## src/rtl/rcPkg.sv

```systemverilog
package rcPkg;
  localparam int DATA_W   = 32;
  localparam int NUM_IRQ  = 4;
  localparam int MODE_W   = 2;
  localparam int OFS_LSB  = 2;
  localparam int OFS_W    = 22;
  localparam int IDX_W    = 2;

  localparam logic [MODE_W-1:0] MODE_RUN    = 2'b00;
  localparam int                BIT_FREEZE  = 0;
  localparam int                BIT_SWRST   = 1;

  localparam int IRQ_HOST   = 0;
  localparam int IRQ_FINISH = 1;
  localparam int IRQ_IFAULT = 2;
  localparam int IRQ_DFAULT = 3;

  localparam logic [IDX_W-1:0] IDX_STATE  = 2'd0;
  localparam logic [IDX_W-1:0] IDX_ENABLE = 2'd1;
  localparam logic [IDX_W-1:0] IDX_TEST   = 2'd2;
  localparam logic [IDX_W-1:0] IDX_CTRL   = 2'd3;

  typedef struct packed {
    logic             wrState;
    logic             wrEnable;
    logic             wrTest;
    logic             wrCtrl;
    logic             haltSet;
    logic             haltClr;
    logic             resetFire;
    logic             takePause;
    logic             takeBreak;
    logic             rdValid;
    logic [IDX_W-1:0] rdIdx;
  } rcStrobeT;
endpackage

```

## src/rtl/rcControl.sv

```systemverilog
module rcControl
  import rcPkg::*;
#(
  parameter int ADDR_W = 12
) (
  input  logic              busSel,
  input  logic              busWrite,
  input  logic [ADDR_W-1:0] busAddr,
  input  logic [MODE_W-1:0] newMode,
  input  logic [MODE_W-1:0] curMode,
  input  logic              evtPause,
  input  logic              evtBreak,
  output rcStrobeT          strb
);
  localparam int HI_W = ADDR_W - OFS_LSB - IDX_W;

  logic             mapped;
  logic [IDX_W-1:0] idx;
  logic             anyEvt;
  logic             wrHit;
  logic             ctrlWr;
  logic [1:0]       unusedLow;

  assign unusedLow = busAddr[1:0];
  assign idx    = busAddr[OFS_LSB +: IDX_W];
  assign mapped = (busAddr[ADDR_W-1 -: HI_W] == '0);
  assign anyEvt = evtPause | evtBreak;
  assign wrHit  = busSel & busWrite & mapped;
  assign ctrlWr = wrHit & (idx == IDX_CTRL) & ~anyEvt;

  always_comb begin
    strb           = '0;
    strb.wrState   = wrHit & (idx == IDX_STATE);
    strb.wrEnable  = wrHit & (idx == IDX_ENABLE);
    strb.wrTest    = wrHit & (idx == IDX_TEST);
    strb.wrCtrl    = ctrlWr;
    strb.haltSet   = ctrlWr & (curMode == MODE_RUN) & (newMode != MODE_RUN);
    strb.haltClr   = ctrlWr & (curMode != MODE_RUN) & (newMode == MODE_RUN);
    strb.resetFire = ctrlWr & curMode[BIT_SWRST] & ~newMode[BIT_SWRST];
    strb.takeBreak = evtBreak;
    strb.takePause = evtPause & ~evtBreak;
    strb.rdValid   = busSel & ~busWrite & mapped;
    strb.rdIdx     = idx;
  end
endmodule

```

## src/rtl/rcDatapath.sv

```systemverilog
module rcDatapath
  import rcPkg::*;
#(
  parameter logic [DATA_W-1:0] BASE_ADDR = 32'h0001_0000
) (
  input  logic               clk,
  input  logic               rstN,
  input  rcStrobeT           strb,
  input  logic [DATA_W-1:0]  wdata,
  output logic [MODE_W-1:0]  curMode,
  output logic [DATA_W-1:0]  rdata,
  output logic               coreHalt,
  output logic               coreResetPulse,
  output logic               pcLoad,
  output logic [DATA_W-1:0]  pcValue,
  output logic [NUM_IRQ-1:0] irqOut
);
  localparam logic [NUM_IRQ-1:0] PAUSE_SET = NUM_IRQ'(1) << IRQ_FINISH;
  localparam logic [NUM_IRQ-1:0] BREAK_SET = (NUM_IRQ'(1) << IRQ_FINISH) |
                                             (NUM_IRQ'(1) << IRQ_IFAULT);
  localparam logic [MODE_W-1:0]  MODE_RST  = '1;
  localparam logic [MODE_W-1:0]  MODE_FRZ  = MODE_W'(1) << BIT_FREEZE;

  logic [NUM_IRQ-1:0] pendQ, pendNext, enQ;
  logic [MODE_W-1:0]  modeQ;
  logic [OFS_W-1:0]   ofsQ;
  logic [OFS_W-1:0]   ofsIn;
  logic [7:0]         unusedTop;

  assign ofsIn     = wdata[OFS_LSB +: OFS_W];
  assign unusedTop = wdata[DATA_W-1 -: 8];
  assign curMode   = modeQ;

  always_comb begin
    pendNext = pendQ;
    if (strb.wrState)   pendNext = pendNext & ~wdata[NUM_IRQ-1:0];
    if (strb.wrTest)    pendNext = pendNext | wdata[NUM_IRQ-1:0];
    if (strb.takePause) pendNext = pendNext | PAUSE_SET;
    if (strb.takeBreak) pendNext = pendNext | BREAK_SET;
  end

  always_ff @(posedge clk or negedge rstN) begin
    if (!rstN) begin
      pendQ          <= '0;
      enQ            <= '0;
      modeQ          <= MODE_RST;
      ofsQ           <= '0;
      coreHalt       <= 1'b1;
      coreResetPulse <= 1'b0;
      pcLoad         <= 1'b0;
      pcValue        <= '0;
    end else begin
      pendQ          <= pendNext;
      coreResetPulse <= strb.resetFire;
      pcLoad         <= strb.resetFire;
      if (strb.wrEnable) enQ <= wdata[NUM_IRQ-1:0];
      if (strb.resetFire) pcValue <= BASE_ADDR + DATA_W'(ofsIn);
      if (strb.takeBreak) begin
        modeQ <= MODE_FRZ;
      end else if (strb.takePause) begin
        modeQ <= MODE_RST;
      end else if (strb.wrCtrl) begin
        modeQ <= wdata[MODE_W-1:0];
        ofsQ  <= ofsIn;
      end
      if (strb.takeBreak | strb.takePause | strb.haltSet) coreHalt <= 1'b1;
      else if (strb.haltClr)                              coreHalt <= 1'b0;
    end
  end

  for (genvar i = 0; i < NUM_IRQ; i++) begin : gIrq
    assign irqOut[i] = pendQ[i] & enQ[i];
  end

  always_comb begin
    rdata = '0;
    if (strb.rdValid) begin
      case (strb.rdIdx)
        IDX_STATE:  rdata = DATA_W'(pendQ);
        IDX_ENABLE: rdata = DATA_W'(enQ);
        IDX_CTRL:   rdata = DATA_W'({ofsQ, modeQ});
        default:    rdata = '0;
      endcase
    end
  end
endmodule

```

## src/rtl/coreRunCtl.sv

```systemverilog
module coreRunCtl
  import rcPkg::*;
#(
  parameter logic [31:0] BASE_ADDR = 32'h0001_0000,
  parameter int          ADDR_W    = 12
) (
  input  logic              clk,
  input  logic              rstN,
  input  logic              busSel,
  input  logic              busWrite,
  input  logic [ADDR_W-1:0] busAddr,
  input  logic [31:0]       busWdata,
  output logic [31:0]       busRdata,
  input  logic              evtPause,
  input  logic              evtBreak,
  output logic              coreHalt,
  output logic              coreResetPulse,
  output logic              pcLoad,
  output logic [31:0]       pcValue,
  output logic [3:0]        irqOut
);
  rcStrobeT          strb;
  logic [MODE_W-1:0] curMode;

  rcControl #(.ADDR_W(ADDR_W)) uCtl (
    .busSel   (busSel),
    .busWrite (busWrite),
    .busAddr  (busAddr),
    .newMode  (busWdata[MODE_W-1:0]),
    .curMode  (curMode),
    .evtPause (evtPause),
    .evtBreak (evtBreak),
    .strb     (strb)
  );

  rcDatapath #(.BASE_ADDR(BASE_ADDR)) uDp (
    .clk            (clk),
    .rstN           (rstN),
    .strb           (strb),
    .wdata          (busWdata),
    .curMode        (curMode),
    .rdata          (busRdata),
    .coreHalt       (coreHalt),
    .coreResetPulse (coreResetPulse),
    .pcLoad         (pcLoad),
    .pcValue        (pcValue),
    .irqOut         (irqOut)
  );
endmodule

```

## config.mk

```make
export PLATFORM = sky130hd
export DESIGN_NAME = coreRunCtl
export DESIGN_NICKNAME = d
export VERILOG_FILES = /design/src/rtl/rcPkg.sv /design/src/rtl/rcControl.sv /design/src/rtl/rcDatapath.sv /design/src/rtl/coreRunCtl.sv
export SDC_FILE = /design/constraint.sdc
export NUM_CORES = 1
export LEC_CHECK = 0
export BUFFER_PORTS_ARGS = -buffer_cell sky130_fd_sc_hd__buf_2
export CAP_MARGIN = 0
export CORE_ASPECT_RATIO = 1.2
export CORE_MARGIN = 2
export CORE_UTILIZATION = 52
export CTS_CLUSTER_DIAMETER = 80
export DETAILED_ROUTE_END_ITERATION = 12
export PLACE_DENSITY = 0.86
export SLEW_MARGIN = 20
export SYNTH_ARGS = -nofsm -noshare
export SYNTH_HDL_FRONTEND = slang
export SYNTH_HIERARCHICAL = 1
export SYNTH_SLANG_ARGS = --single-unit
```

## constraint.sdc

```tcl
create_clock -name clk -period 4.05 [get_ports clk]
set_clock_uncertainty 0.1 [all_clocks]
set_input_delay 0.6075 -clock clk [delete_from_list [all_inputs] [get_ports clk]]
set_output_delay 0.6075 -clock clk [all_outputs]
set_load 0.005 [all_outputs]
```

==> impl_metrics.json <==
{
  "ys_seq_area_share_pct": 49.1,
  "die_h_um": 86.0,
  "crit_type": "in -> out",
  "worst_pin_slew_ps": 630,
  "fin_crit_ps": 2960,
  "cap_violations": 0,
  "die-area_sq_um": 6220,
  "num_rows": 29,
  "synthSimpleGateAreaFrac_pct": 15.7,
  "port-buffer-count": 93,
  "seqPwrFrac_pct": 48.6,
  "cp.arrival_ps": 2260,
  "final_layout_size_suffix_gt1_share_pct": 50.6,
  "swShare_pct": 21.1,
  "hold_viol": 0,
  "synth_top_family_by_area": "multiplexers",
  "path_clk_slew_ps": 60,
  "clock_latency_ps": 330,
  "wirelength_um": 5860,
  "io_pins": 121,
  "combPwrFrac_pct": 5.4,
  "ir_worst_vdd_mv": 0.170,
  "grt_pass1_vias": 2003,
  "start_util_pct": 54.6,
  "cts.htree.levels": 3,
  "grt_pass1_wl_um": 9560,
  "avgSynthCellArea_sq_um": 12.4,
  "core_sq_um": 5330,
  "timing.setup.tns_ps": 0,
  "cts_buffer_depth": 2,
  "dp_hpwl_um": 4250,
  "gp_congestion": 0.776,
  "syn_to_final_growth_pct": 20.0,
  "fin_nets": 376,
  "drcViolationCount": 0,
  "yosysUniqueCellTypes": 40,
  "cp.required_ps": 3340,
  "power_density_nw_per_um2": 337,
  "hp-class": "in -> async",
  "cts.sinks": 57,
  "clock.fmax_mhz": 338,
  "critPathLaunch": "busAddr[11]",
  "worstPathMaxFanout": 20,
  "grt_usage_pct": 20.3,
  "postSynthCellCount": 235,
  "post_cts_resized": 0,
  "status": "finished clean",
  "cts_tree": "built",
  "cts_buffers": 9,
  "cp-end-kind": "output pin",
  "yosys.area_share.adder_pct": 0.430,
  "final_antenna_net_count": 0,
  "synth_mux_area_share_pct": 21.3,
  "p_int_uw": 929,
  "startpoint_type": "input pin",
  "regToRegStartpoint": "uDp/curMode[1]$_DFFE_PN1P_",
  "drt_iter0_markers": 82,
  "final_cell_count_no_fill": 392,
  "cts_root_buf": "clkbuf_8",
  "antenna_cells": 0,
  "routedWlPerCell_um": 14.9,
  "cts_setup_buffers": 0,
  "power_frac_clock_pct": 45.9,
  "viasPerCell": 5.18,
  "grt_max_degree": 30,
  "syn_area_sq_um": 2910,
  "antenna_found_initial": 0,
  "leakagePower_nw": 1.90,
  "power.switching_uw": 249,
  "nFillCells": 443,
  "period_share_pct": 73.2,
  "overflow": 0,
  "relSlewSlack_pct": 58.0,
  "vias": 2030,
  "synthXorXnorAreaFrac_pct": 0.902,
  "rsz0062_at_grt": "false",
  "die_x_um": 72.3,
  "synth_compound_area_share_pct": 3.39,
  "postCtsHoldBufs": 0,
  "synth_seq_cells": 57,
  "yosysWarnings": 6,
  "finalSetupViolCount": 0,
  "placed_cells": 376,
  "drv_slew": 0,
  "dr.pass1.iters": 4
}
[layout by cell type (no fill, tap or decap), drive strengths merged, types with 2 or more instances in the layout]
cell type and count:
a21oi 4, a22o 2, and2 29, buf 95, clkbuf 14, conb 17, dfrtp 54, dfstp 3
inv 4, mux2 43, mux2i 6, nand2 9, nand3 9, nand4 2, nor2 9, nor2b 2
nor3b 5, nor4 2, o21ai 6, xor2 2
[worst max-delay path, stage by stage]
cell	delay, ps
buf_2	110
nor4_4	310
and4b_2	310
and3_1	560
and2_1	230
buf_2	110
[cell families (layout without fill, tap and decap cells)]
logic type      count (synthesis)  after routing
simple gates                   72             72
flops                          57             57
mux                            49             49
buf+inv                        36            115
compound gates                 16             16
xor+xnor                        3              3
fa+ha+maj                       1              1
other cells                     1             17
[path summary, 6_finish.rpt]
path,to,depth (start not counted),slack (ps)
worst max-delay path,busRdata[19],6,1090
worst min-delay path,uDp/pcValue[18]$_DFFE_PN0P_,1,190
worst max register to register,uDp/pcValue[4]$_DFFE_PN0P_,3,2350
worst min register to register,uDp/pcValue[12]$_DFFE_PN0P_,1,400
max in group asynchronous,uDp/coreHalt$_DFFE_PN1P_,2,2790
min in group clk,uDp/curMode[1]$_DFFE_PN1P_,2,370
[metal layers]
layer	GRT usage (%)	wire, um	up-vias
met4	11.5	133	0
met2	31.7	2830	109
met5	0	0	-
li1	-	-	944
met1	26.1	2420	965
met3	4.00	472	12
[flip-flops by register name (all words and copies together), names as in the netlist, named ones only]
register,count
uDp/coreHalt,1
uDp/curMode,2
uDp/pcLoad,1
uDp/enQ,4
uDp/ofsQ,22
uDp/pcValue,23
uDp/pendQ,3
[power groups by stage]
stage	Clock [mW]	Combinational, mW	Sequential (mW)
after global routing	0.583	0.0723	0.573
final	0.541	0.0639	0.573
after floorplan	0	0.0348	0.583
after detailed placement	0	0.0637	0.583
after global placement	0	0.0621	0.583
after CTS	0.557	0.0640	0.573
[cell type report]
| cell class | count | area (sq um) | area share, % |
|---|---|---|---|
| Timing Repair Buffer | 95 | 480 | 13.7 |
| Clock inverter | 2 | 35.0 | 1.00 |
| Sequential cell | 57 | 1430 | 40.9 |
| Tap cell | 62 | 77.6 | 2.22 |
| Inverter | 4 | 15.0 | 0.430 |
| Clock buffer | 14 | 173 | 4.94 |
| Multi-Input combinational cell | 158 | 1280 | 36.7 |
[Yosys cell counts]
cell,n,area (sq um)
nor3_1,1,5.00
a31oi_1,1,6.26
nand4_1,1,6.26
ha_1,1,12.5
and4b_2,1,11.3
buf_12,2,40.0
buf_4,22,165
clkbuf_1,3,11.3
nand3_1,9,45.0
inv_1,4,15.0
nand2_1,9,33.8
nor3b_1,2,15.0
dfstp_2,3,78.8
xor2_1,2,17.5
and2_4,1,8.76
xnor2_1,1,8.76
a211oi_1,1,7.51
nor2_1,8,30.0
nand4_2,1,12.5
or3_1,1,6.26
mux2i_1,6,60.1
a21oi_1,4,20.0
buf_6,1,11.3
a221o_2,1,11.3
conb_1,1,3.75
mux2_4,20,300
nor2b_1,2,12.5
nor3b_2,3,37.5
buf_2,4,20.0
nor4_2,1,12.5
o22ai_1,1,6.26
o21ai_0,6,30.0
nor4_4,1,21.3
nor2_2,1,6.26
and3_1,1,6.26
and4bb_2,1,12.5
dfrtp_1,54,1350
mux2_2,23,259
a22o_1,2,17.5
and2_1,28,175
[through the flow]
stage | utilization, % | cell area [sq um] | hold slack (ps) | worst slack (ps) | power [mW]
final | 65.5 | 3490 | 190 | 1090 | 1.18
after global routing | 65.5 | 3490 | 231 | 948 | 1.23
after CTS | 65.5 | 3490 | 195 | 1070 | 1.19
after detailed placement | 61.6 | 3290 | 387 | 1080 | 0.647
after global placement | 61.6 | 3290 | 382 | 1080 | 0.645
after floorplan | - | 2970 | 212 | 1650 | 0.618
Power figures use the tool's default switching activity.
